File: src/rtl/pbseq_pkg.sv
package pbseq_pkg;

    localparam int NREG = 2;

    typedef enum logic [2:0] {
        ST_OFF   = 3'd0,
        ST_HRST  = 3'd1,
        ST_PDN   = 3'd2,
        ST_UP1   = 3'd3,
        ST_UP2   = 3'd4,
        ST_ON    = 3'd5
    } seq_state_t;

    typedef logic [NREG-1:0] rail_vec_t;

    function automatic logic is_powered(seq_state_t s);
        return (s == ST_UP1) || (s == ST_UP2) || (s == ST_ON);
    endfunction

    function automatic int unsigned max3(int unsigned a, int unsigned b, int unsigned c);
        int unsigned m;
        m = (a > b) ? a : b;
        return (m > c) ? m : c;
    endfunction

endpackage

File: src/rtl/pbseq_fsm.sv
module pbseq_fsm
    import pbseq_pkg::*;
#(
    parameter int unsigned SETTLE_CYC  = 10,
    parameter int unsigned GAP_CYC     = 4,
    parameter int unsigned HOLD_CYC    = 40,
    parameter int unsigned PDN_CYC     = 20,
    parameter bit          SIMUL_START = 1'b0
) (
    input  logic       clk,
    input  logic       rst,
    input  logic       bus_ok,
    input  logic       bat_ok,
    input  logic       pb,
    input  rail_vec_t  hold_on,
    output seq_state_t st,
    output rail_vec_t  en,
    output rail_vec_t  en_next
);

    localparam int unsigned PH_MAX = max3(SETTLE_CYC, HOLD_CYC, PDN_CYC);
    localparam int unsigned PHW    = $clog2(PH_MAX + 1);
    localparam logic [PHW-1:0] SETTLE_LAST = PHW'(SETTLE_CYC - 1);
    localparam logic [PHW-1:0] GAP_LAST    = PHW'(GAP_CYC - 1);
    localparam logic [PHW-1:0] HOLD_LAST   = PHW'(HOLD_CYC - 1);
    localparam logic [PHW-1:0] PDN_LAST    = PHW'(PDN_CYC - 1);
    localparam rail_vec_t      START_EN    = SIMUL_START ? 2'b11 : 2'b01;

    seq_state_t     st_nxt;
    logic [PHW-1:0] ph, ph_nxt;
    logic           go_up;

    always_comb begin
        st_nxt  = st;
        ph_nxt  = ph + 1'b1;
        en_next = en;
        go_up   = 1'b0;
        unique case (st)
            ST_PDN: begin
                en_next = '0;
                if (ph == PDN_LAST) begin
                    st_nxt = ST_HRST;
                    ph_nxt = '0;
                end
            end
            ST_OFF, ST_HRST: begin
                en_next = '0;
                if (st == ST_HRST && !bat_ok && bus_ok)
                    go_up = 1'b1;
                else if (bat_ok && pb)
                    go_up = 1'b1;
                else if (bat_ok && bus_ok) begin
                    if (ph == SETTLE_LAST) go_up = 1'b1;
                end else
                    ph_nxt = '0;
                if (go_up) begin
                    st_nxt  = ST_UP1;
                    ph_nxt  = '0;
                    en_next = START_EN;
                end
            end
            ST_UP1, ST_UP2: begin
                if (st == ST_UP1 && (SIMUL_START || ph == GAP_LAST)) begin
                    st_nxt  = ST_UP2;
                    en_next = 2'b11;
                end
                if (ph == HOLD_LAST) begin
                    en_next = hold_on;
                    st_nxt  = (hold_on == '0) ? ST_OFF : ST_ON;
                    ph_nxt  = '0;
                end
            end
            ST_ON: begin
                ph_nxt  = '0;
                en_next = en & hold_on;
                if (en_next == '0) st_nxt = ST_OFF;
            end
            default: begin
                st_nxt  = ST_OFF;
                ph_nxt  = '0;
                en_next = '0;
            end
        endcase
    end

    always_ff @(posedge clk) begin
        if (rst) begin
            st <= bat_ok ? ST_OFF : ST_PDN;
            ph <= '0;
            en <= '0;
        end else begin
            st <= st_nxt;
            ph <= ph_nxt;
            en <= en_next;
        end
    end

    AST_SEQ_FIRST_ONLY: assert property (@(posedge clk) disable iff (rst)
        (!SIMUL_START && st == ST_UP1) |-> en == 2'b01);
    AST_SIMUL_BOTH: assert property (@(posedge clk) disable iff (rst)
        (SIMUL_START && (st == ST_UP1 || st == ST_UP2)) |-> en == 2'b11);
    AST_ON_NO_REENABLE: assert property (@(posedge clk) disable iff (rst)
        (st == ST_ON && $past(st) == ST_ON) |-> ((en & ~$past(en)) == '0));
    AST_PDN_QUIET: assert property (@(posedge clk) disable iff (rst)
        st == ST_PDN |-> en == '0);
    AST_HR_FAST_UP: assert property (@(posedge clk) disable iff (rst)
        (st == ST_HRST && !bat_ok && bus_ok) |=> st == ST_UP1);
    AST_PB_START: assert property (@(posedge clk) disable iff (rst)
        ((st == ST_OFF || st == ST_HRST) && bat_ok && pb) |=> st == ST_UP1);

endmodule

File: src/rtl/pbseq_pgood.sv
module pbseq_pgood
    import pbseq_pkg::*;
#(
    parameter int unsigned PG_CYC = 8
) (
    input  logic      clk,
    input  logic      rst,
    input  rail_vec_t en_next,
    input  rail_vec_t in_reg,
    output logic      pwr_good
);

    localparam int unsigned CW = $clog2(PG_CYC + 1);
    localparam logic [CW-1:0] PG_LAST = CW'(PG_CYC - 1);

    rail_vec_t     rail_ok;
    logic          qual;
    logic [CW-1:0] cnt;

    for (genvar i = 0; i < NREG; i++) begin : g_rail
        assign rail_ok[i] = !en_next[i] || in_reg[i];
    end

    assign qual = (en_next != '0) && (&rail_ok);

    always_ff @(posedge clk) begin
        if (rst || !qual) begin
            cnt      <= '0;
            pwr_good <= 1'b0;
        end else if (cnt == PG_LAST) begin
            pwr_good <= 1'b1;
        end else begin
            cnt <= cnt + 1'b1;
        end
    end

    AST_PG_DROP: assert property (@(posedge clk) disable iff (rst)
        !qual |=> !pwr_good);
    AST_PG_RISE_QUALIFIED: assert property (@(posedge clk) disable iff (rst)
        $rose(pwr_good) |-> $past(qual));

endmodule

File: src/rtl/pbseq_pbstat.sv
module pbseq_pbstat (
    input  logic clk,
    input  logic rst,
    input  logic powered,
    input  logic pb,
    output logic pb_stat_n
);

    logic armed;

    always_ff @(posedge clk) begin
        if (rst) begin
            armed     <= 1'b0;
            pb_stat_n <= 1'b1;
        end else begin
            armed     <= powered && (armed || !pb);
            pb_stat_n <= !(powered && armed && pb);
        end
    end

    AST_PBSTAT_NEEDS_PRESS: assert property (@(posedge clk) disable iff (rst)
        $fell(pb_stat_n) |-> $past(pb));

endmodule

File: src/rtl/pbseq_top.sv
module pbseq_top
    import pbseq_pkg::*;
#(
    parameter int unsigned SETTLE_CYC  = 10_000_000,
    parameter int unsigned GAP_CYC     = 1_000,
    parameter int unsigned HOLD_CYC    = 500_000_000,
    parameter int unsigned PG_CYC      = 23_000_000,
    parameter int unsigned PDN_CYC     = 100_000_000,
    parameter bit          SIMUL_START = 1'b0
) (
    input  logic       clk,
    input  logic       rst,
    input  logic       bus_ok,
    input  logic       bat_ok,
    input  logic       pb,
    input  logic [1:0] hold_on,
    input  logic [1:0] in_reg,
    output logic [1:0] reg_en,
    output logic       pwr_good,
    output logic       pb_stat_n,
    output logic [2:0] state_code
);

    seq_state_t st;
    rail_vec_t  en, en_next;

    pbseq_fsm #(
        .SETTLE_CYC (SETTLE_CYC),
        .GAP_CYC    (GAP_CYC),
        .HOLD_CYC   (HOLD_CYC),
        .PDN_CYC    (PDN_CYC),
        .SIMUL_START(SIMUL_START)
    ) u_fsm (
        .clk    (clk),
        .rst    (rst),
        .bus_ok (bus_ok),
        .bat_ok (bat_ok),
        .pb     (pb),
        .hold_on(hold_on),
        .st     (st),
        .en     (en),
        .en_next(en_next)
    );

    pbseq_pgood #(.PG_CYC(PG_CYC)) u_pgood (
        .clk     (clk),
        .rst     (rst),
        .en_next (en_next),
        .in_reg  (in_reg),
        .pwr_good(pwr_good)
    );

    pbseq_pbstat u_pbstat (
        .clk      (clk),
        .rst      (rst),
        .powered  (is_powered(st)),
        .pb       (pb),
        .pb_stat_n(pb_stat_n)
    );

    assign reg_en     = en;
    assign state_code = st;

    AST_OFF_ALL_CLEAR: assert property (@(posedge clk) disable iff (rst)
        st == ST_OFF |-> (reg_en == '0 && !pwr_good));
    AST_PG_ONLY_POWERED: assert property (@(posedge clk) disable iff (rst)
        pwr_good |-> (reg_en != '0));

endmodule

File: config.mk
export PLATFORM = sky130hd
export DESIGN_NAME = pbseq_top
export DESIGN_NICKNAME = d
export VERILOG_FILES = /design/src/rtl/pbseq_pkg.sv /design/src/rtl/pbseq_fsm.sv /design/src/rtl/pbseq_pgood.sv /design/src/rtl/pbseq_pbstat.sv /design/src/rtl/pbseq_top.sv
export SDC_FILE = /design/constraint.sdc
export NUM_CORES = 1
export LEC_CHECK = 0
export CAP_MARGIN = 40
export CORE_MARGIN = 4
export CORE_UTILIZATION = 40
export DETAILED_ROUTE_END_ITERATION = 6
export DONT_BUFFER_PORTS = 1
export PLACE_DENSITY_LB_ADDON = 0.12
export SLEW_MARGIN = 20
export SYNTH_ARGS = -nofsm -noshare
export SYNTH_HDL_FRONTEND = slang
export SYNTH_SLANG_ARGS = --single-unit
File: constraint.sdc
create_clock -name clk -period 3.9 [get_ports clk]
set_input_delay 0.975 -clock clk [delete_from_list [all_inputs] [get_ports clk]]
set_output_delay 0.975 -clock clk [all_outputs]
set_load 0.05 [all_outputs]
==> results of run 1 <==
critical path, delay by kind of cell (launching register included):
family                 cells  cell delay [ns]
AOI/OAI and AO/OA          2             0.48
and+or+nand+nor            4             1.10
buffers and inverters      1             0.35
DFF                        1             0.83
cells in the final DEF (no fill, tap or decap), drive strengths merged, types with 13 or more instances in the layout:
cell type and instances:
nor4 25, nand3 22, nor2 49, nor3 14
xor2 33, nand4 21, nand2 28, xnor2 14
and3 13, dfxtp 59
power groups by stage:
| stage | Clock [uW] | Sequential [uW] | Combinational, uW |
|---|---|---|---|
| floorplan | 0 | 775 | 375 |
| global placement | 0 | 792 | 435 |
| detailed placement | 0 | 794 | 434 |
| CTS | 615 | 779 | 437 |
| global route | 641 | 784 | 480 |
| finish | 594 | 778 | 433 |
registers in the layout, indices dropped and copies added (netlist names):
register,count
u_pbstat.pb_stat_n,1
u_pgood.pwr_good,1
u_pgood.cnt,25
u_fsm.en,2
u_pbstat.armed,1
u_fsm.ph,29
u_fsm.st,3
final timing paths:
kind                  start            endpoint  slack [ns]  cells after the start
max             u_fsm.st[2]      u_pgood.cnt[9]         1.0                      7
min          u_pbstat.armed  u_pbstat.pb_stat_n        0.43                      1
max reg2reg     u_fsm.st[2]      u_pgood.cnt[9]         1.0                      7
min reg2reg  u_pbstat.armed  u_pbstat.pb_stat_n        0.43                      1
final cells by class:
class | instances | area share, %
Multi-Input combinational cell | 294 | 54.9
Sequential cell | 62 | 33.9
Clock buffer | 12 | 4.40
Tap cell | 105 | 3.50
Clock inverter | 3 | 1.13
Timing Repair Buffer | 6 | 1.13
Inverter | 10 | 1.00
cells by family after synthesis:
logic type                 count (synthesis)
DFF                                       62
and+or+nand+nor                          207
xor gates and xnor gates                  47
muxes                                      2
AOI/OAI and AO/OA                         35
adders and majority gates                  3
buffers and inverters                     32
per-stage QoR:
| step | instance area [sq um] | total power, uW | worst slack, ns | hold slack (ns) | utilization [%] |
|---|---|---|---|---|---|
| 6_report | 3750 | 1800 | 0.997 | 0.427 | 45.0 |
| 5_1_grt | 3750 | 1910 | 0.807 | 0.475 | 45.0 |
| 4_1_cts | 3750 | 1830 | 0.979 | 0.430 | 45.0 |
| 3_5_place_dp | 3540 | 1230 | 0.988 | 0.416 | 42.5 |
| 3_3_place_gp | 3540 | 1230 | 1.07 | 0.408 | 42.4 |
| 2_1_floorplan | 3490 | 1150 | 1.36 | 0.390 | - |
metal layers:
layer	track usage, %	share of wire, %	vias to the layer above
met1	23.2	53	1293
met4	5.93	1.8	0
li1	-	-	1389
met2	23.0	41	46
met5	0	0	-
met3	4.34	4.3	13
==> impl_metrics.yaml, run 1 <==
global_route:
  grt_pass1_wl_microns: 13200
  grt_pass1_vias: 2654
  track_usage_pct: 16.1
  overflow: 0
  grt_max_degree: 30
  antenna_found_initial: 0
synthesis:
  syn_area_per_cell_sq_um: 9.01
  syn_nets: 400
  netlist.area_leader.share_pct: 33.8
  synth_xor_area_share_pct: 11.8
  synth_mux_area_share_pct: 0.573
  synth_edf_count: 3
  async_flop_share_pct: 0
  ys_seq_area_share_pct: 36.4
  yosysTopAreaCell: "dfxtp_1"
  yosys.area_share.simple_pct: 36.8
  synthTopCellsByCount: "dfxtp_1, nor2_1, xor2_1, nand2_1, nand3_1"
  yosysWarnings: 0
  yosys-top-cells-area: "dfxtp_1, xor2_1, nor4_2, nor2_1, nand4_1"
  synth_compound_area_share_pct: 8.49
  ys_types: 58
  ys_dominant_reg_cell: "dfxtp_1"
  syn_area_sq_um: 3490
  netlist_instances: 388
  synth_top_family_by_area: "simple AND/OR/NAND/NOR gates"
  yosys.area_share.adder_pct: 1.07
  synth_most_common_cell: "dfxtp_1"
  ys_ff_latch: 62
power_and_ir_drop:
  switchingPower_uw: 642
  power_density_nw_per_um2: 481
  ir_worst_vdd_mv: 0.228
  combPwrFrac_pct: 24.0
  switching_share_pct: 35.6
  clkPwrFrac_pct: 32.9
  p_seq_share_pct: 43.1
  leakage_uw: 0.00122
  intPower_uw: 1160
timing:
  maxSlewHeadroom_pct: 47.4
  fin_tns_setup_ns: 0
  report.final.setup_viol: 0
  final.setup_skew_ns: 0.00949
  rsz0062_at_grt: "false"
  timing.final.hold_violations: 0
  period_share_pct: 74.4
  worst_pin_slew_ns: 0.789
  drv_slew: 0
  timing.fmax_mhz: 344
  period_needed_ns: 2.90
placed_design:
  dp_hpwl_microns: 5380
  placed_cells: 477
  port_buffers: 0
  gp_congestion: 0.875
final_layout:
  fillers: 841
  drive_above_1_share_pct: 14.7
  multi_input_area_sq_um: 2060
  area_delta_synth_final_pct: 7.30
  regArea_sq_um: 1270
  diodes: 0
  instances_no_fill: 492
  finalNetCount: 395
setup_path:
  worst_setup_path_start_kind: "flip-flop"
  critPathKind: "reg2reg"
  crit_arrival_ns: 3.10
  cp_slowest_cell: "edfxtp_1"
  path_cells: "nand2b_1, o21a_1, or4_4, o221ai_4, and3b_1, buf_4, nor4_1"
  crit_required_ns: 4.10
  cp-end-kind: "flip-flop"
  path_max_fanout: 26
  slowest_delay_ns: 0.83
routing:
  detail_route.iter0.violations: 75
  route.detailed.drc: 0
  wire_per_inst_microns: 15.6
  ant_nets: 0
  via_count: 2741
  wl_microns: 7660
  vias_per_cell: 5.57
  drtPass1Iterations: 4
run_status:
  status: "finished clean"
hold_path:
  hp-class: "reg2reg"
floorplan:
  die_area_sq_um: 10300
  core_sq_um: 8340
  row_count: 33
  die_h_microns: 101
  start_util_pct: 41.9
  num_io_pins: 16
  die_w_microns: 101
clocking:
  insertion_delay_ns: 0.34
  cts-root-buf: "clkbuf_8"
  tritoncts: "yes"
  cts_buffer_depth: 2
  post_cts_buffers: 0
  htree_levels: 3
  clk_pin_slew_ns: 0.07
  cts_buffers: 9
  cts.sinks: 62
  cts_resized: 0
  cts_hold_buf: 0
job:
  maxCapViolations: 0
(Power assumes the default switching activity.)
==> run 2: changes to the inputs <==
- ABC_AREA: unset -> 1
- clock period: 3.9 -> 2.87 ns (I/O delays scaled with it)
==> impl_metrics.yaml, run 2 <==
final_layout:
  largest_register_ffs: 29
  diodes: 0
  finish.instance_area_sq_um: 3930
  finalNetCount: 543
  regMostFlops: "u_fsm.ph"
  drive_above_1_share_pct: 12.1
  fillers: 937
  layout_common_cells: "nand2_1, nor2_1, inv_1"
  reg_top3: "u_fsm.ph x29, u_pgood.cnt x25, u_fsm.st x3"
  area_delta_synth_final_pct: 8.42
  mostFrequentLayoutCell: "nand2_1"
global_route:
  overflow: 0
  grt_max_degree: 27
  grt_pass1_wl_microns: 13800
  antenna_found_initial: 0
  track_usage_pct: 16.4
  grt_pass1_vias: 2918
hold_path:
  worstHoldStart: "u_pbstat.armed"
  whs_path_depth: 1
  hp-class: "reg2reg"
  whs_endpoint: "u_pbstat.pb_stat_n"
power_and_ir_drop:
  combPwrFrac_pct: 25.4
  p_seq_share_pct: 44.0
  clkPwrFrac_pct: 30.6
  power_density_nw_per_um2: 559
  ir_worst_vdd_mv: 0.260
  switchingPower_uw: 802
  switching_share_pct: 36.5
  leakage_uw: 0.00145
  intPower_uw: 1390
setup_path:
  cp-end-kind: "flip-flop"
  crit_buf_inv: 0
  critPathKind: "reg2reg"
  timing.rr.start: "u_fsm.ph[0]"
  worst_setup_path_start_kind: "flip-flop"
  r2r_cells: 9
  r2r_slack_ns: 0.66
  path_cells: "ha_1, nand2_1, nor3_2, nand3_1, nand2_1, a21oi_1, nand3_2, nand3_4, nor2_1"
  crit_family: "simple AND/OR/NAND/NOR gates"
  cpMostUsedCell: "nand2_1"
  path_max_fanout: 26
  crit_required_ns: 3.13
  crit_arrival_ns: 2.48
  slowest_delay_ns: 0.43
  timing.rr.end: "u_pgood.cnt[8]"
  cp_slowest_cell: "nand3_4"
synthesis:
  netlist.area_leader.share_pct: 32.6
  netlist_instances: 518
  yosysTopAreaCell: "dfxtp_1"
  synth_edf_count: 3
  async_flop_share_pct: 0
  synthTopCellsByCount: "nand2_1, nor2_1, inv_1, dfxtp_1"
  ys_types: 35
  ys_dominant_reg_cell: "dfxtp_1"
  ys_seq_area_share_pct: 35.0
  yosys-top-cells-area: "dfxtp_1, nand2_1, nor2_1, inv_1, xor2_1"
  syn_area_per_cell_sq_um: 7.00
  ys_ff_latch: 62
  synth_most_common_cell: "nand2_1"
  syn_nets: 530
  syn_area_sq_um: 3630
  yosysWarnings: 0
routing:
  ant_nets: 0
  detail_route.iter0.violations: 163
  vias_per_cell: 4.96
  drtPass1Iterations: 5
  wl_microns: 8170
  route.detailed.drc: 0
  wire_per_inst_microns: 12.7
  via_count: 3197
run_status:
  status: "finished clean"
floorplan:
  num_io_pins: 16
  die_area_sq_um: 10700
  row_count: 34
  die_h_microns: 103
  die_w_microns: 103
  start_util_pct: 41.4
  core_sq_um: 8760
clocking:
  htree_levels: 3
  cts.sinks: 62
  insertion_delay_ns: 0.34
  tritoncts: "yes"
  cts_hold_buf: 0
  cts_buffer_depth: 2
  cts_buffers: 9
  clk_pin_slew_ns: 0.07
  cts-root-buf: "clkbuf_8"
  cts_resized: 0
  post_cts_buffers: 0
timing:
  worst_pin_slew_ns: 0.585
  final.setup_skew_ns: 0.0121
  timing.final.hold_violations: 0
  timing.fmax_mhz: 452
  fin_tns_setup_ns: 0
  report.final.setup_viol: 0
  period_share_pct: 77.1
  maxSlewHeadroom_pct: 61.0
  period_needed_ns: 2.21
  drv_slew: 0
  rsz0062_at_grt: "false"
placed_design:
  dp_hpwl_microns: 6320
  gp_congestion: 0.959
  port_buffers: 0
  place_area_sq_um: 3770
job:
  maxCapViolations: 0
==> run 2: cell count changes in the layout (fill, tap and decap cells not counted), sizes merged, moves of 5 or more <==
cell / delta
a21oi: +5
and3: -12
and4: -7
clkinv: +5
inv: +68
nand2: +79
nand3: +13
nand4: -6
nor2: +60
nor3: +18
nor4: -17
o21ai: +6
xnor2: -9
==> run 2: how the worst max path moves through the flow <==
stage / start / end / slack [ns] / cells after the start
2_1_floorplan: u_fsm.st[0] / u_pgood.cnt[5] / 0.86 / 13
3_3_place_gp: bat_ok / u_pgood.cnt[7] / 0.65 / 11
3_5_place_dp: bat_ok / u_pgood.cnt[8] / 0.57 / 11
4_1_cts: u_fsm.ph[0] / u_pgood.cnt[8] / 0.64 / 9
5_1_grt: u_fsm.ph[0] / u_pgood.cnt[9] / 0.44 / 9
6_report: u_fsm.ph[0] / u_pgood.cnt[8] / 0.66 / 9
==> run 2: metrics by stage <==
step | setup WS (ns) | utilization, % | hold slack (ns) | instances | total power [uW]
after floorplan | 0.855 | - | 0.387 | 518 | 1410
after global placement | 0.651 | 43.0 | 0.400 | 628 | 1540
after detailed placement | 0.575 | 43.0 | 0.419 | 628 | 1550
after CTS | 0.638 | 44.9 | 0.428 | 644 | 2230
after global routing | 0.440 | 44.9 | 0.432 | 644 | 2320
final | 0.657 | 44.9 | 0.431 | 644 | 2200
==> run 2: cell families (layout without fill, tap and decap cells) <==
family,count (synthesis),count (layout),synth area share [%]
and+or+nand+nor,310,310,42.3
buffers and inverters,83,101,9.31
DFF,62,62,35.0
xor gates and xnor gates,35,35,8.45
AOI/OAI and AO/OA,25,25,3.90
adders and majority gates,3,3,1.03
==> run 2: per-layer routing <==
layer  part of all wire [%]  vias up  track usage (%)  wire [microns]
met4                    1.5        0             6.08             119
met1                     50     1466             22.7            4060
met3                    3.6       11             3.22             291
met2                     45       49             25.3            3710
li1                       -     1671                -               -
met5                      0        -                0               0
==> run 2: power by group through the flow <==
stage	Clock (uW)	Sequential, uW	Combinational [uW]
finish	673	967	557
global route	739	974	608
CTS	702	965	561
detailed placement	0	986	560
global placement	0	984	558
floorplan	0	1060	353
==> run 2: final cells by class <==
cell class,instances,area [sq um],share of cell area (%)
clock buffers,11,141,3.60
clock inverters,5,25.0,0.636
inverters,79,297,7.54
multi-input cells,373,2020,51.3
flip-flops and latches,62,1270,32.3
well taps,108,135,3.44
repair buffers,6,45.0,1.15
==> run 3: changes to the inputs <==
- clock period: 2.87 -> 2.2 ns (I/O delays scaled with it)
==> impl_metrics.yaml, run 3 (synthesis gave the netlist of run 2 again) <==
setup_path:
  crit_family: "simple AND/OR/NAND/NOR gates"
  cpMostUsedCell: "nand3_1"
  crit_required_ns: 2.21
  crit_buf_inv: 1
  worst_setup_path_start_kind: "flip-flop"
  path_cells: "inv_1, nor3_2, nand3_1, nor2_1, nand3_1, nand2_1, nand3b_1, a21oi_1"
  slowest_delay_ns: 0.41
  critPathKind: "reg2reg"
  cp_slowest_cell: "dfxtp_1"
  crit_arrival_ns: 2.00
  cp-end-kind: "flip-flop"
  path_max_fanout: 4
timing:
  fin_tns_setup_ns: 0
  report.final.setup_viol: 0
  final.setup_skew_ns: 0.0148
  rsz0062_at_grt: "false"
  maxSlewHeadroom_pct: 65.7
  period_share_pct: 90.8
  drv_slew: 0
  timing.final.hold_violations: 0
  period_needed_ns: 2.00
  timing.fmax_mhz: 501
  worst_pin_slew_ns: 0.509
floorplan:
  row_count: 34
  die_h_microns: 103
  num_io_pins: 16
  die_area_sq_um: 10700
  start_util_pct: 41.4
  core_sq_um: 8760
  die_w_microns: 103
final_layout:
  fin_util_pct: 46.9
  layout_common_cells: "nand2_1, nor2_1, inv_1"
  reg_top3: "u_fsm.ph x29, u_pgood.cnt x25, u_fsm.st x3"
  area_delta_synth_final_pct: 13.3
  instances_no_fill: 649
  drive_above_1_share_pct: 13.3
  diodes: 0
  mostFrequentLayoutCell: "nand2_1"
  regMostFlops: "u_fsm.ph"
  finish.instance_area_sq_um: 4110
  largest_register_ffs: 29
  finalNetCount: 548
routing:
  detail_route.iter0.violations: 150
  vias_per_cell: 4.92
  wl_met2_microns: 3960
  topRoutingLayerUsed: "met4"
  met1_length_microns: 4180
  via_count: 3194
  ant_nets: 0
  wire_per_inst_microns: 13.1
  drtPass1Iterations: 4
  routed-wl-met3_microns: 316
  wl_microns: 8530
  route.detailed.drc: 0
run_status:
  status: "finished clean"
global_route:
  track_usage_pct: 17.2
  grt_max_degree: 27
  antenna_found_initial: 0
  grt_pass1_wl_microns: 14400
  overflow: 0
  grt_pass1_vias: 3064
clocking:
  cts-root-buf: "clkbuf_8"
  insertion_delay_ns: 0.35
  cts_buffers: 9
  tritoncts: "yes"
  cts_buffer_depth: 2
  clk_pin_slew_ns: 0.08
  cts_hold_buf: 0
  htree_levels: 3
  cts.sinks: 62
placed_design:
  dp_hpwl_microns: 6450
  port_buffers: 0
  placed_cells: 632
  place_area_sq_um: 3810
  gp_congestion: 0.974
power_and_ir_drop:
  ir_worst_vdd_mv: 0.322
  leakage_uw: 0.00153
  power_density_nw_per_um2: 828
  p_total_uw: 3400
job:
  maxCapViolations: 0
hold_path:
  hp-class: "in2reg"
[run 3: changes by cell type in the layout (fill, tap and decap cells not counted), sizes merged]
cell    change
clkbuf      -1
bufinv      +4
inv         +2
clkinv      -4
buf         +4
[run 3: cell type report]
type	count	area, sq um
Tap cell	108	135
Clock buffer	9	124
Inverter	79	297
Timing Repair Buffer	11	116
Clock inverter	7	144
Sequential cell	62	1270
Fill cell	918	4650
Multi-Input combinational cell	373	2020
[run 3: path summary, 6_finish.rpt]
path / from / endpoint / slack, ns / cells after the start
min: rst / u_fsm.en[0] / 0.27 / 1
max: u_fsm.ph[20] / u_fsm.st[0] / 0.20 / 8
max reg2reg: u_fsm.ph[20] / u_fsm.st[0] / 0.20 / 8
min reg2reg: u_pbstat.armed / u_pbstat.pb_stat_n / 0.42 / 1
[run 3: power by group]
group          switching [uW]  leakage [uW]  internal (uW)
clock                     495      0.000134            874
sequential               58.2      0.000507           1200
combinational             557      0.000893            221
[run 3: through the flow]
stage / hold slack [ns] / worst slack, ns
global route: 0.251 / 0.00497
floorplan: 0.387 / 0.185
finish: 0.273 / 0.203
CTS: 0.257 / 0.0915
detailed placement: 0.405 / 0.102
global placement: 0.402 / 0.126
[run 3: repair_timing]
action / 4_1_cts / 5_1_grt
setup buffers: 0 / 0
setup endpoints to repair: 0 / 26
gates resized for setup: 0 / 2
[run 3: layer usage]
layer  vias up  global-route usage (%)
met2        75                    26.5
met4         0                    5.98
met3        10                    3.82
li1       1682                       -
met1      1427                    23.6
met5         -                       0
